==> config.mk <==
export PLATFORM = sky130hd
export DESIGN_NAME = sample_bias_range
export DESIGN_NICKNAME = d
export VERILOG_FILES = /design/src/rtl/sbr_pkg.sv /design/src/rtl/sbr_cfg_regs.sv /design/src/rtl/sbr_sub_stage.sv /design/src/rtl/sbr_window_stage.sv /design/src/rtl/sample_bias_range.sv
export SDC_FILE = /design/constraint.sdc
export NUM_CORES = 1
export LEC_CHECK = 0
export ABC_AREA = 1
export BUFFER_PORTS_ARGS = -buffer_cell sky130_fd_sc_hd__clkbuf_2
export CAP_MARGIN = 20
export CORE_ASPECT_RATIO = 1.75
export CORE_UTILIZATION = 45
export DETAILED_ROUTE_END_ITERATION = 10
export GPL_ROUTABILITY_DRIVEN = 0
export PLACE_DENSITY = 0.65
export SETUP_SLACK_MARGIN = 0.02
export SKIP_CTS_REPAIR_TIMING = 1
export SLEW_MARGIN = 10
export SYNTH_ARGS = -nofsm -noshare
export SYNTH_HDL_FRONTEND = slang
export SYNTH_SLANG_ARGS = --single-unit
==> constraint.sdc <==
create_clock -name clk -period 2.05 [get_ports clk]
set_clock_uncertainty 0.1 [all_clocks]
set_input_delay 0.41 -clock clk [delete_from_list [all_inputs] [get_ports clk]]
set_output_delay 0.41 -clock clk [all_outputs]
set_load 0.03 [all_outputs]
==> src/rtl/sbr_pkg.sv <==
// Shared types for the sample bias and range select block.
// Assumes: the window mode is a single bit written by software.
package sbr_pkg;

    // Output window inside the retained bits of the difference
    typedef enum logic {
        WIN_LOW  = 1'b0,
        WIN_HIGH = 1'b1
    } win_t;

endpackage

==> src/rtl/sbr_cfg_regs.sv <==
// Configuration register file: one bias per channel plus the window mode.
// Address c (c < NUM_CH) writes the bias of channel c, and address NUM_CH
// writes the mode from wdata bit 0. Other addresses are ignored.
// Assumes: ADDR_W is wide enough to encode NUM_CH.
module sbr_cfg_regs
    import sbr_pkg::*;
#(
    parameter int NUM_CH = 4,
    parameter int DATA_W = 16,
    parameter int ADDR_W = 3
) (
    input  logic                     clk,
    input  logic                     rst_n,
    input  logic                     cfg_we,
    input  logic [ADDR_W-1:0]        cfg_addr,
    input  logic [DATA_W-1:0]        cfg_wdata,
    output logic [NUM_CH*DATA_W-1:0] bias_flat,
    output win_t                     win
);

    localparam logic [ADDR_W-1:0] MODE_ADDR = ADDR_W'(NUM_CH);

    for (genvar c = 0; c < NUM_CH; c++) begin : g_bias
        localparam logic [ADDR_W-1:0] MY_ADDR = ADDR_W'(c);
        logic [DATA_W-1:0] bias_q;

        // Hold the bias of channel c, loaded by a write to its address
        always_ff @(posedge clk) begin
            if (!rst_n) begin
                bias_q <= '0;
            end else if (cfg_we && cfg_addr == MY_ADDR) begin
                bias_q <= cfg_wdata;
            end
        end

        assign bias_flat[c*DATA_W +: DATA_W] = bias_q;
    end

    // Hold the window mode, loaded by a write to the mode address
    always_ff @(posedge clk) begin
        if (!rst_n) begin
            win <= WIN_LOW;
        end else if (cfg_we && cfg_addr == MODE_ADDR) begin
            win <= win_t'(cfg_wdata[0]);
        end
    end

endmodule

==> src/rtl/sbr_sub_stage.sv <==
// First pipeline stage of one lane: subtract the bias at full width and
// clamp a negative result to zero. The register loads only on a sample.
// Assumes: sample and bias are unsigned and of equal width.
module sbr_sub_stage #(
    parameter int IN_W = 16
) (
    input  logic            clk,
    input  logic            rst_n,
    input  logic            load,
    input  logic [IN_W-1:0] sample,
    input  logic [IN_W-1:0] bias,
    output logic [IN_W-1:0] diff_q
);

    logic [IN_W:0]   wide_diff;
    logic            borrow;
    logic [IN_W-1:0] clamped;

    // Unsigned subtraction with one extra bit to expose the borrow
    always_comb begin
        wide_diff = {1'b0, sample} - {1'b0, bias};
        borrow    = wide_diff[IN_W];
        clamped   = borrow ? '0 : wide_diff[IN_W-1:0];
    end

    // Register the clamped difference when a sample is accepted
    always_ff @(posedge clk) begin
        if (!rst_n) begin
            diff_q <= '0;
        end else if (load) begin
            diff_q <= clamped;
        end
    end

endmodule

==> src/rtl/sbr_window_stage.sv <==
// Second pipeline stage of one lane: drop DROP_W low bits and select the
// high or low OUT_W-bit window of what remains. In the low window a value
// with any of the top head bits set saturates and raises the flag.
// Assumes: IN_W - DROP_W > OUT_W.
module sbr_window_stage
    import sbr_pkg::*;
#(
    parameter int IN_W   = 16,
    parameter int DROP_W = 2,
    parameter int OUT_W  = 12
) (
    input  logic             clk,
    input  logic             rst_n,
    input  logic             load,
    input  logic [IN_W-1:0]  diff,
    input  win_t             win,
    output logic [OUT_W-1:0] code_q,
    output logic             ovf_q
);

    localparam int KEEP_W = IN_W - DROP_W;
    localparam int HEAD_W = KEEP_W - OUT_W;

    logic [KEEP_W-1:0] kept;
    logic              head_set;
    logic [OUT_W-1:0]  code_d;
    logic              ovf_d;

    // Pick the window and apply low-window saturation
    always_comb begin
        kept     = diff[IN_W-1:DROP_W];
        head_set = |kept[KEEP_W-1 -: HEAD_W];
        if (win == WIN_HIGH) begin
            code_d = kept[KEEP_W-1 -: OUT_W];
            ovf_d  = 1'b0;
        end else if (head_set) begin
            code_d = '1;
            ovf_d  = 1'b1;
        end else begin
            code_d = kept[OUT_W-1:0];
            ovf_d  = 1'b0;
        end
    end

    // Register code and flag together so they stay aligned
    always_ff @(posedge clk) begin
        if (!rst_n) begin
            code_q <= '0;
            ovf_q  <= 1'b0;
        end else if (load) begin
            code_q <= code_d;
            ovf_q  <= ovf_d;
        end
    end

endmodule

==> src/rtl/sample_bias_range.sv <==
// Multichannel sample bias and range select, top level.
// Stage 1 subtracts each lane's bias and samples the window mode. Stage 2
// truncates the difference and selects the output window. The valid strobe
// moves with the data. Configuration is read when a sample is captured,
// so a write never splits a sample. There is no backpressure.
module sample_bias_range
    import sbr_pkg::*;
#(
    parameter int NUM_CH = 4,
    parameter int IN_W   = 16,
    parameter int DROP_W = 2,
    parameter int OUT_W  = 12,
    parameter int ADDR_W = 3
) (
    input  logic                    clk,
    input  logic                    rst_n,
    input  logic                    in_valid,
    input  logic [NUM_CH*IN_W-1:0]  in_samples,
    input  logic                    cfg_we,
    input  logic [ADDR_W-1:0]       cfg_addr,
    input  logic [IN_W-1:0]         cfg_wdata,
    output logic                    out_valid,
    output logic [NUM_CH*OUT_W-1:0] out_samples,
    output logic [NUM_CH-1:0]       out_ovf
);

    logic [NUM_CH*IN_W-1:0] bias_flat;
    win_t                   win_cfg;
    win_t                   win_s1;
    logic                   valid_s1;

    sbr_cfg_regs #(
        .NUM_CH (NUM_CH),
        .DATA_W (IN_W),
        .ADDR_W (ADDR_W)
    ) i_cfg (
        .clk       (clk),
        .rst_n     (rst_n),
        .cfg_we    (cfg_we),
        .cfg_addr  (cfg_addr),
        .cfg_wdata (cfg_wdata),
        .bias_flat (bias_flat),
        .win       (win_cfg)
    );

    // Move the valid strobe through both stages
    always_ff @(posedge clk) begin
        if (!rst_n) begin
            valid_s1  <= 1'b0;
            out_valid <= 1'b0;
        end else begin
            valid_s1  <= in_valid;
            out_valid <= valid_s1;
        end
    end

    // Take a copy of the mode with each accepted sample
    always_ff @(posedge clk) begin
        if (!rst_n) begin
            win_s1 <= WIN_LOW;
        end else if (in_valid) begin
            win_s1 <= win_cfg;
        end
    end

    for (genvar c = 0; c < NUM_CH; c++) begin : g_lane
        logic [IN_W-1:0] diff_s1;

        sbr_sub_stage #(
            .IN_W (IN_W)
        ) i_sub (
            .clk    (clk),
            .rst_n  (rst_n),
            .load   (in_valid),
            .sample (in_samples[c*IN_W +: IN_W]),
            .bias   (bias_flat[c*IN_W +: IN_W]),
            .diff_q (diff_s1)
        );

        sbr_window_stage #(
            .IN_W   (IN_W),
            .DROP_W (DROP_W),
            .OUT_W  (OUT_W)
        ) i_win (
            .clk    (clk),
            .rst_n  (rst_n),
            .load   (valid_s1),
            .diff   (diff_s1),
            .win    (win_s1),
            .code_q (out_samples[c*OUT_W +: OUT_W]),
            .ovf_q  (out_ovf[c])
        );
    end

endmodule

==> results of run 1 <==
## power groups by stage
stage	sequential, uW	clock [uW]	combinational [uW]
after floorplan	3900	0	1540
after global placement	3810	0	2310
after detailed placement	3810	0	2330
after CTS	3740	3440	2340
after global routing	3760	3560	2710
final	3740	3380	2420
## kinds of logic (layout without fill, tap and decap cells)
kind of cell    count (synthesis)  count (layout)  synth area share [%]
simple gates                  720             721                  28.7
buf+inv                       384             551                  13.8
compound gates                343             343                  17.7
flops                         176             176                  31.3
fa+ha+maj                      60              60                  6.67
xor+xnor                       24              24                  1.87
## tightest hold or removal path, cell delays in order
cell	delay, ps
clkbuf_2	90
nand3_1	120
a21oi_1	70
## registers in the layout (all words and copies together) (netlist names)
register             flops
out_valid                1
g_lane.i_win.ovf_q       4
win_s1                   1
g_lane.i_win.code_q     48
i_cfg.g_bias.bias_q     64
valid_s1                 1
g_lane.i_sub.diff_q     56
i_cfg.win                1
## cell usage after synthesis, types with 16 or more instances
cell,number,area share [%]
o21ai_0,84,3.7
a21oi_2,40,3.1
dfxtp_1,176,31
xor2_1,20,1.6
clkbuf_1,47,1.6
nand3_2,39,3.5
nor2_1,61,2.0
nand2_2,19,1.1
nand3_1,67,3.0
ha_1,60,6.7
nor3_1,16,0.71
a21oi_1,174,7.7
nand2_1,484,16
o221ai_1,23,1.8
inv_1,308,10
## layout make-up
cell class                 instances  area, um2  area share [%]
inverter                         313       1180            8.76
multi-input combinational       1148       6420            47.8
clock buffer                      19        453            3.37
clock inverter                    12        160            1.19
sequential                       176       3520            26.3
tap                              312        390            2.91
timing repair buffer             207       1300            9.67
## final timing paths
kind	endpoint	slack (ps)
hold / removal	i_cfg.win$_SDFFE_PN0P_	190
setup reg to reg	g_lane[3].i_sub.diff_q[2]$_SDFFE_PN0P_	110
hold reg to reg	i_cfg.g_bias[1].bias_q[0]$_SDFFE_PN0P_	350
setup / recovery	g_lane[3].i_sub.diff_q[2]$_SDFFE_PN0P_	110
## layer usage
metal | wire [um] | up-vias
met3 | 1280 | 70
li1 | - | 5747
met1 | 12600 | 4936
met2 | 16100 | 238
met5 | 0 | -
met4 | 1230 | 0
## stage by stage
stage | power [uW] | TNS (ps) | area (um2) | worst slack, ps | hold slack, ps
2_1_floorplan | 5430 | 0 | 11300 | 242 | 330
3_3_place_gp | 6110 | 0 | 12500 | 13.2 | 341
3_5_place_dp | 6140 | -322 | 12500 | -40.9 | 347
4_1_cts | 9520 | 0 | 13100 | 131 | 181
5_1_grt | 10000 | -33.0 | 13400 | -29.2 | 207
6_report | 9540 | 0 | 13400 | 112 | 188
==> flow_metrics.tcl, run 1 <==
set metrics [dict create \
    status "completed" \
    min_path_cells 3 \
    finalSetupViolCount 0 \
    hold_viol 0 \
    peakVddDrop_uv 480 \
    numPortBuffers 139 \
    cts_buffer_depth 2 \
    relSlewSlack_pct 46.1 \
    max_stage_delay_ps 320 \
    avgSynthCellArea_um2 6.59 \
    rsz0062_at_grt "yes" \
    met3_usage_pct 3.16 \
    async_flop_share_pct 0 \
    p_comb_share_pct 25.4 \
    endpoint_kind "register" \
    wirelength_um 31200 \
    start_util_pct 45.7 \
    critPathLaunch "i_cfg.g_bias[3].bias_q[9]$_SDFFE_PN0P_" \
    diodes 0 \
    die_h_um 211 \
    numCtsBuffers 17 \
    area_growth_pct 19.3 \
    min_path_type "in2reg" \
    mostFrequentLayoutCell "nand2_1" \
    grt_usage_pct 24.8 \
    arrival_ps 2220 \
    cp_common_cell "inv_2" \
    ys_seq_area_share_pct 31.3 \
    ys.flop_type "dfxtp_1" \
    tritoncts "built" \
    slew_violations 0 \
    gr-total-overflow 0 \
    wl_per_cell_um 14.3 \
    die_w_um 122 \
    core.rowCount 76 \
    instances_no_fill 2187 \
    worst_skew_pair.late_latency_ps 450 \
    antenna_found_initial 0 \
    dpl.cell_count 2153 \
    min_from "cfg_we" \
    cpLargestDelayFamily "simple AND/OR/NAND/NOR gates" \
    synth-seq-cells 176 \
    period_needed_ps 1940 \
    fmax_ghz 0.516 \
    crit_path_start_kind "register" \
    yosysWarnings 0 \
    critPathKind "reg2reg" \
    path_buf_inv 3 \
    reg2reg_depth 11 \
    period_share_pct 94.5 \
    grt_pass1_vias 10508 \
    p_int_uw 6500 \
    ant_nets 0 \
    clock_power_share_pct 35.4 \
    final_cell_mix "nand2_1, inv_1, dfxtp_1" \
    synth.net_count 1854 \
    synth_cell_types 32 \
    maxCapViolations 0 \
    p_leak_uw 0.00661 \
    cp.depth 11 \
    postLayoutCoreUtil_pct 54.5 \
    required_ps 2330 \
    synth_area_um2 11300 \
    clock_sinks 176 \
    grt_pass1_wl_um 49500 \
    dr.pass1.iters 6 \
    met2_usage_pct 45.7 \
    core_area_um2 24600 \
    htreeDepth 4 \
    fill_cells 2513 \
    vias 10991 \
    nNetsFinal 2010 \
    drive_above_1_share_pct 20.5 \
    grt_use_met1_pct 27.6 \
    p_sw_uw 3040 \
    drtIter0Drc 510 \
    clk_pin_slew_ps 70 \
    rr_startpoint "i_cfg.g_bias[3].bias_q[9]$_SDFFE_PN0P_" \
    worstMarginPinSlew_ps 807 \
    drc 0 \
    cp_slowest_cell "dfxtp_2" \
    dpl.hpwl_um 24600 \
    seq_power_share_pct 39.2 \
    swShare_pct 31.8 \
    die_area_um2 25700 \
    cp_max_fo 7 \
    synth_cells 1707 \
    path_cells "inv_2 -> ha_4 -> nand2_4 -> nor2_4 -> inv_2 -> nor4_4 -> nand2_1 -> nand2_2 -> buf_12 -> nand3_2 -> a21oi_2" \
    power.density_nw_per_um2 711 \
    via_per_inst 5.03 \
    grt_start_max_net_pins 67 \
    synth_edf_count 0 \
    root_buffer "clkbuf_16" \
    num_io_pins 140 \
    busiest_layer "met2" \
]
No activity file was read; power rests on OpenSTA's default activity.
==> run 2, diff against run 1 <==
--- a/config.mk
+++ b/config.mk
@@ -18,4 +18,5 @@
 export SLEW_MARGIN = 10
 export SYNTH_ARGS = -nofsm -noshare
 export SYNTH_HDL_FRONTEND = slang
+export SYNTH_HIERARCHICAL = 1
 export SYNTH_SLANG_ARGS = --single-unit
==> run 2 against run 1 <==
Register-to-register slack got worse by 30 ps. Count of clock-buffer cells in the layout unchanged. Clock power decreased by 5.9%. Cell area increased by 12%. Sequential cell count did not move. First-iteration DRC count increased by 2.2%. Final cell count grew 22%. Utilization is 0.49 points higher. Sequential power hardly changed. Global-route usage down 0.44 points. Non-clock buffer count grew 27. Wire length up 8.6%. Largest cell class unchanged. Largest power group unchanged.
==> flow_metrics.tcl, run 2 <==
set metrics [dict create \
    htreeDepth 4 \
    cts_buffer_depth 2 \
    cp_common_cell "nand2_2" \
    synth_cells 2082 \
    slew_violations 0 \
    r2r_slack_ps 80 \
    placed_area_um2 13900 \
    min_path_cells 3 \
    yosysWarnings 6 \
    p_leak_uw 0.00790 \
    nNetsFinal 2437 \
    critPathKind "reg2reg" \
    ant_nets 0 \
    peakVddDrop_uv 668 \
    largest_reg_flops 64 \
    wl_met3_um 974 \
    grt_pass1_wl_um 54300 \
    stdcell_area_um2 15000 \
    clk_pin_slew_ps 70 \
    fmax_ghz 0.507 \
    grt_start_max_net_pins 52 \
    tritoncts "built" \
    maxCapViolations 0 \
    path_cells "ha_4 -> fa_2 -> inv_2 -> nand3_2 -> nand3_2 -> nand2_2 -> nand2_2 -> nand2_2 -> nand2_2 -> nand2_4 -> inv_4 -> nand2_1 -> a21oi_2" \
    wl_met1_um 12600 \
    diodes 0 \
    synth.net_count 2241 \
    crit_path_start_kind "register" \
    avgSynthCellArea_um2 6.04 \
    root_buffer "clkbuf_16" \
    max_stage_delay_ps 400 \
    vias 12341 \
    clock_sinks 176 \
    reg2reg_depth 13 \
    arrival_ps 2250 \
    grt_pass1_vias 11720 \
    worstMarginPinSlew_ps 581 \
    via_per_inst 4.64 \
    die_area_um2 28600 \
    gr-total-overflow 0 \
    drtIter0Drc 521 \
    start_util_pct 46.0 \
    rsz0062_at_grt "yes" \
    synth_area_um2 12600 \
    min_from "rst_n" \
    hold_viol 0 \
    final_cell_mix "nand2_1, inv_1, nor2_1" \
    core_area_um2 27300 \
    grt_usage_pct 24.3 \
    hold_slack_ps 204 \
    antenna_found_initial 0 \
    endpoint_kind "register" \
    cp_max_fo 6 \
    path_buf_inv 2 \
    min_path_type "in2reg" \
    dpl.cell_count 2616 \
    area_growth_pct 19.5 \
    instances_no_fill 2660 \
    totalPowerFinal_uw 9680 \
    die_w_um 128 \
    core.rowCount 80 \
    min_to "i_cfg/g_bias[1].bias_q[0]$_SDFFE_PN0P_" \
    die_h_um 223 \
    numPortBuffers 139 \
    dr.pass1.iters 5 \
    relSlewSlack_pct 61.2 \
    mostFrequentLayoutCell "nand2_1" \
    dpl.hpwl_um 27200 \
    drc 0 \
    cp_slowest_cell "fa_2" \
    reg_top3 "i_cfg/g_bias.bias_q: 64 flops, g_lane.i_sub/diff_q: 56 flops, g_lane.i_win/code_q: 48 flops" \
    required_ps 2320 \
    period_needed_ps 1970 \
    routed-wl-met2_um 18400 \
    worst_skew_pair.late_latency_ps 450 \
    status "completed" \
    power.density_nw_per_um2 644 \
    drive_above_1_share_pct 21.5 \
    rr_startpoint "i_cfg/g_bias[2].bias_q[0]$_SDFFE_PN0P_" \
    period_share_pct 96.2 \
    timing.rr.end "g_lane[2].i_sub/diff_q[4]$_SDFFE_PN0P_" \
    highest_layer "met4" \
    wirelength_um 33900 \
    numCtsBuffers 17 \
    largest_register "i_cfg/g_bias.bias_q" \
    num_io_pins 140 \
    cpLargestDelayFamily "simple AND/OR/NAND/NOR gates" \
    finalSetupViolCount 0 \
    wl_per_cell_um 12.8 \
]
## run 2: report_power, final
part           total [uW]  internal [uW]  leakage [uW]  switching [uW]
Combinational        2730           1030       0.00619            1700
Clock                3180           1730      0.000273            1460
Sequential           3760           3630       0.00144             137
## run 2: through the flow
stage                     setup WS [ps]  utilization [%]  setup TNS [ps]
final                              77.8             55.0               0
after global placement             -185             50.8           -5490
after global routing              -54.9             55.0            -140
after floorplan                    26.8                -               0
after CTS                          12.6             52.9               0
after detailed placement           -224             50.8           -8400
## run 2: worst max-delay path by stage
stage	startpoint	endpoint	slack, ps	cells past startpoint
after floorplan	in_samples[32]	g_lane[2].i_sub/diff_q[13]$_SDFFE_PN0P_	30	15
after global placement	in_samples[0]	g_lane[0].i_sub/diff_q[8]$_SDFFE_PN0P_	-180	15
after detailed placement	in_samples[0]	g_lane[0].i_sub/diff_q[8]$_SDFFE_PN0P_	-220	15
after CTS	i_cfg/g_bias[2].bias_q[0]$_SDFFE_PN0P_	g_lane[2].i_sub/diff_q[7]$_SDFFE_PN0P_	10	13
after global routing	i_cfg/g_bias[2].bias_q[0]$_SDFFE_PN0P_	g_lane[2].i_sub/diff_q[4]$_SDFFE_PN0P_	-50	13
final	i_cfg/g_bias[2].bias_q[0]$_SDFFE_PN0P_	g_lane[2].i_sub/diff_q[4]$_SDFFE_PN0P_	80	13
## run 2: area by class of cell
class	instances	area, um2
clock buffers	19	443
clock inverters	13	126
repair inverters	4	32.5
fillers	2865	12300
multi-input cells	1434	7420
flip-flops and latches	176	3530
inverters	411	1560
repair buffers	234	1450
well taps	369	462
## run 2: worst reg2reg max path: cells and delay by family, from the launching register on
family          cells  cell delay (ps)
buf+inv             2              170
flops               1              340
compound gates      1              120
fa+ha+maj           2              560
simple gates        8              600
## run 2: routing by layer
metal,vias to the layer above,GRT usage (%)
met5,-,0
met4,0,16.1
met3,80,3.31
met2,213,46.9
met1,5438,23.4
li1,6610,-
